`src/rtl/quad_cascade_counter.sv`:
```
module quad_cascade_counter #(
  parameter int CNT_W       = 16,
  parameter int SYNC_STAGES = 2
) (
  input  logic             clk,
  input  logic             rst,
  input  logic             en,
  input  logic             pha_in,
  input  logic             phb_in,
  output logic [CNT_W-1:0] lo_count,
  output logic [CNT_W-1:0] hi_count,
  output logic             ovf,
  output logic             unf
);

  localparam logic [CNT_W-1:0] LO_MAX  = '1;
  localparam logic [CNT_W-1:0] LO_ZERO = '0;
  localparam logic [CNT_W-1:0] ONE     = CNT_W'(1);

  logic [SYNC_STAGES-1:0] a_sync, b_sync;
  logic a_prev, b_prev;
  logic a_now, b_now, a_chg, b_chg, single, differ;
  logic step_up, step_dn, wrap_up, wrap_dn;

  always_ff @(posedge clk) begin
    if (rst) begin
      a_sync <= '0;
      b_sync <= '0;
      a_prev <= 1'b0;
      b_prev <= 1'b0;
    end else begin
      a_sync <= {a_sync[SYNC_STAGES-2:0], pha_in};
      b_sync <= {b_sync[SYNC_STAGES-2:0], phb_in};
      a_prev <= a_now;
      b_prev <= b_now;
    end
  end

  assign a_now   = a_sync[SYNC_STAGES-1];
  assign b_now   = b_sync[SYNC_STAGES-1];
  assign a_chg   = a_now ^ a_prev;
  assign b_chg   = b_now ^ b_prev;
  assign single  = a_chg ^ b_chg;
  assign differ  = a_now ^ b_now;
  assign step_up = en & single & (a_chg ? differ : ~differ);
  assign step_dn = en & single & (a_chg ? ~differ : differ);
  assign wrap_up = step_up & (lo_count == LO_MAX);
  assign wrap_dn = step_dn & (lo_count == LO_ZERO);

  always_ff @(posedge clk) begin
    if (rst) begin
      lo_count <= '0;
      hi_count <= '0;
      ovf      <= 1'b0;
      unf      <= 1'b0;
    end else begin
      ovf <= wrap_up;
      unf <= wrap_dn;
      if (step_up)      lo_count <= lo_count + ONE;
      else if (step_dn) lo_count <= lo_count - ONE;
      if (wrap_up)      hi_count <= hi_count + ONE;
      else if (wrap_dn) hi_count <= hi_count - ONE;
    end
  end

  assert_ovf_wrap_R4: assert property (@(posedge clk) disable iff (rst)
    ovf |-> (lo_count == LO_ZERO) && (hi_count == $past(hi_count) + ONE));

  assert_unf_wrap_R5: assert property (@(posedge clk) disable iff (rst)
    unf |-> (lo_count == LO_MAX) && (hi_count == $past(hi_count) - ONE));

  assert_flags_exclusive_R9: assert property (@(posedge clk) disable iff (rst)
    !(ovf && unf));

  assert_hi_moves_on_flag_R9: assert property (@(posedge clk) disable iff (rst)
    (!ovf && !unf) |-> $stable(hi_count));

  assert_disabled_hold_R6: assert property (@(posedge clk) disable iff (rst)
    !en |=> $stable(lo_count) && $stable(hi_count));

  assert_unit_step_R2: assert property (@(posedge clk) disable iff (rst)
    !$stable(lo_count) |->
      (lo_count == $past(lo_count) + ONE) || (lo_count == $past(lo_count) - ONE));

endmodule

```
`config.mk`:
```
export PLATFORM = sky130hd
export DESIGN_NAME = quad_cascade_counter
export DESIGN_NICKNAME = d
export VERILOG_FILES = /design/src/rtl/quad_cascade_counter.sv
export SDC_FILE = /design/constraint.sdc
export NUM_CORES = 1
export LEC_CHECK = 0
export ABC_CLOCK_PERIOD_IN_PS = 3250
export BUFFER_PORTS_ARGS = -buffer_cell sky130_fd_sc_hd__buf_2
export CAP_MARGIN = 20
export CORE_MARGIN = 2
export CORE_UTILIZATION = 53
export DETAILED_ROUTE_END_ITERATION = 8
export PLACE_DENSITY = 0.86
export SLEW_MARGIN = 20
export SYNTH_ARGS = -nofsm -noshare
export SYNTH_HDL_FRONTEND = slang
export SYNTH_SLANG_ARGS = --single-unit
```
`constraint.sdc`:
```
create_clock -name clk -period 3.25 [get_ports clk]
set_input_delay 0.65 -clock clk [delete_from_list [all_inputs] [get_ports clk]]
set_output_delay 0.65 -clock clk [all_outputs]
set_load 0.02 [all_outputs]
```
==> results.yml <==
outcome:
  status: "complete, no violations"
sta:
  clock.fmax_mhz: 325.2
  fin_crit_sh_pct: 94.62
  fin_crit_ps: 3075
  setup_viol: 0
  worst_hold_slack_ps: 450.7
  setup_tns_ps: 0
  grt_setup_unrepaired: "yes"
  slew_viol_final: 0
  slew_headroom_pct: 39.79
  worst_slew_pin_slew_ps: 903.2
  final.setup_skew_ps: 9.549
  hold_viol_final: 0
final_layout:
  final_nets: 449
  syn_to_final_growth_pct: 17.30
  diodes: 0
  layout.cells.non_filler: 487
  final_cell_mix: "dfxtp_1 (40), a21oi_1 (38), buf_2 (38)"
  drive_above_1_share_pct: 18.80
  final_common_cell: "dfxtp_1"
worst_setup_path:
  path_buf_inv: 1
  worstPathMaxFanout: 7
  cp_top_family: "simple AND/OR/NAND/NOR gates"
  cpMaxStageDelayCell: "dfxtp_1"
  start_kind: "register"
  end_kind: "register"
  crit_type: "reg -> reg"
  cp_cell_sequence: "nand4_1 > nor4_4 > nand2_2 > buf_4 > ha_1 > nand2_1 > or2_2 > or3_1 > a31o_2 > a21o_1 > a21oi_1"
  cp_data_arrival_time_ps: 3310
  slowest_delay_ps: 400
  critical_path_required_ps: 3480
synthesis:
  synth_cell_type_count: 53
  syn-cell-area_sq_um: 2952
  ys.warnings.count: 0
  syn_nets: 401
  ys_seq_elements: 40
  synthCells: 366
  synth_area_leaders: "dfxtp_1 (27%), ha_1 (12%), a21oi_1 (6.6%)"
  synth_top_area_cell: "dfxtp_1"
  synth-edff-count: 0
  synth_area_per_cell_sq_um: 8.064
  ys.flop_type: "dfxtp_1"
  synth_top_area_share_pct: 27.13
  synthArstFlopShare_pct: 0
  yosysSeqAreaShare_pct: 27.13
die:
  core.rowCount: 27
  ios: 39
  start_util_pct: 54.27
  die_y_um: 78.63
  die_area_sq_um: 6182
  core_area_sq_um: 5439
  die_w_um: 78.63
clocking:
  clk_path_buf_depth: 2
  holdBufCountCts: 0
  cts_sinks: 40
  cts_root_buffer: "clkbuf_8"
  cts_buffers: 5
  insertion_delay_ps: 300
  cts_max_level: 2
  path_clk_slew_ps: 90
  cts_tree: "yes"
global_routing:
  grt_antenna_before_repair: 0
  grt_pass1_wl_um: 12410
  grt_start_max_net_pins: 55
  grt_use_total_pct: 24.73
  grt_pass1_vias: 2745
  overflow: 0
power_and_ir_drop:
  p_leak_nw: 1.573
  ir_drop_mv: 0.3524
  power_density_nw_per_um2: 467.5
run:
  drv_cap: 0
place:
  io_buffers: 38
  numPlacedInstances: 474
  dp_hpwl_um: 5219
  gp_congestion: 0.9002
route:
  viasPerCell: 6.220
  first_pass_iters: 5
  wl_um: 7845
  ant_nets: 0
  vias: 3029
  drtIter0Drc: 260
  post_drt_wl_per_cell_um: 16.11
  drc: 0
min_path:
  hp-class: "reg -> reg"
[path summary, 6_finish.rpt]
| path | from | to | slack (ps) | cells after the start |
|---|---|---|---|---|
| setup / recovery | lo_count[8] | hi_count[15] | 170 | 11 |
| hold / removal | a_sync[0] | a_sync[1] | 450 | 1 |
| setup reg to reg | lo_count[8] | hi_count[15] | 170 | 11 |
| hold reg to reg | a_sync[0] | a_sync[1] | 450 | 1 |
[cell families after synthesis]
kind of cell | after synthesis | share of synthesized area, %
AOI/OAI and AO/OA | 108 | 24.21
xor gates and xnor gates | 16 | 5.002
adders and majority gates | 30 | 13.23
buffers and inverters | 23 | 3.179
DFF | 40 | 27.13
muxes | 1 | 0.3391
and+or+nand+nor | 148 | 26.92
[cell usage after synthesis, types with 3 or more instances]
cell type / count
dfxtp_1: 40
a21oi_1: 39
nand2_1: 31
ha_1: 28
nor2_1: 26
nand3_1: 15
nor2b_1: 15
a21o_1: 14
clkbuf_1: 11
a211oi_1: 9
inv_1: 8
nand4_1: 8
nor3_1: 8
o21ai_0: 8
xor2_1: 8
xnor2_1: 7
and2_1: 6
o211ai_1: 6
nand2b_1: 5
nor4_1: 5
or3_1: 5
or4_1: 5
nand3b_1: 4
nand4b_1: 4
a211o_1: 3
a21boi_0: 3
a31oi_1: 3
nor3b_1: 3
o21a_1: 3
o31ai_1: 3
or2_2: 3
[metal layers]
layer  vias up  track usage (%)  wire length, um
met1      1414            31.60             3420
met4         0            11.75              200
met3        23            5.747              516
li1       1463                -                -
met2       129            39.23             3707
met5         -                0                0
[flip-flops by register name (all words and copies together), names as in the netlist]
signal,flops
a_prev,1
hi_count,16
a_sync,2
ovf,1
b_sync,2
unf,1
b_prev,1
lo_count,16
[report_power, final]
group	switching [mW]	internal, mW
Combinational	0.357	0.246
Clock	0.193	0.271
Sequential	0.0290	0.522
[area by class of cell]
class                   count  area [sq um]
clock buffers               7         96.34
clock inverters             1         30.03
fillers                   459          1977
inverters                   9         33.78
multi-input cells         304          2101
flip-flops and latches     40         800.8
well taps                  72         90.09
repair buffers             54         310.3
[through the flow]
| stage | total power, mW | setup WS [ps] | util [%] | area [sq um] |
|---|---|---|---|---|
| finish | 1.619 | 175.0 | 63.65 | 3462 |
| global placement | 1.118 | 97.92 | 60.06 | 3267 |
| CTS | 1.592 | 2.129 | 62.39 | 3393 |
| floorplan | 0.9864 | 63.40 | - | 2957 |
| detailed placement | 1.133 | 10.92 | 60.06 | 3267 |
| global route | 1.695 | 3.509 | 63.65 | 3462 |
[repair_timing]
item | 4_1_cts | 5_1_grt
setup endpoints to repair | 0 | 10
gates resized for setup | 0 | 7
setup buffers | 0 | 4
No activity file was read; power rests on OpenSTA's default activity.
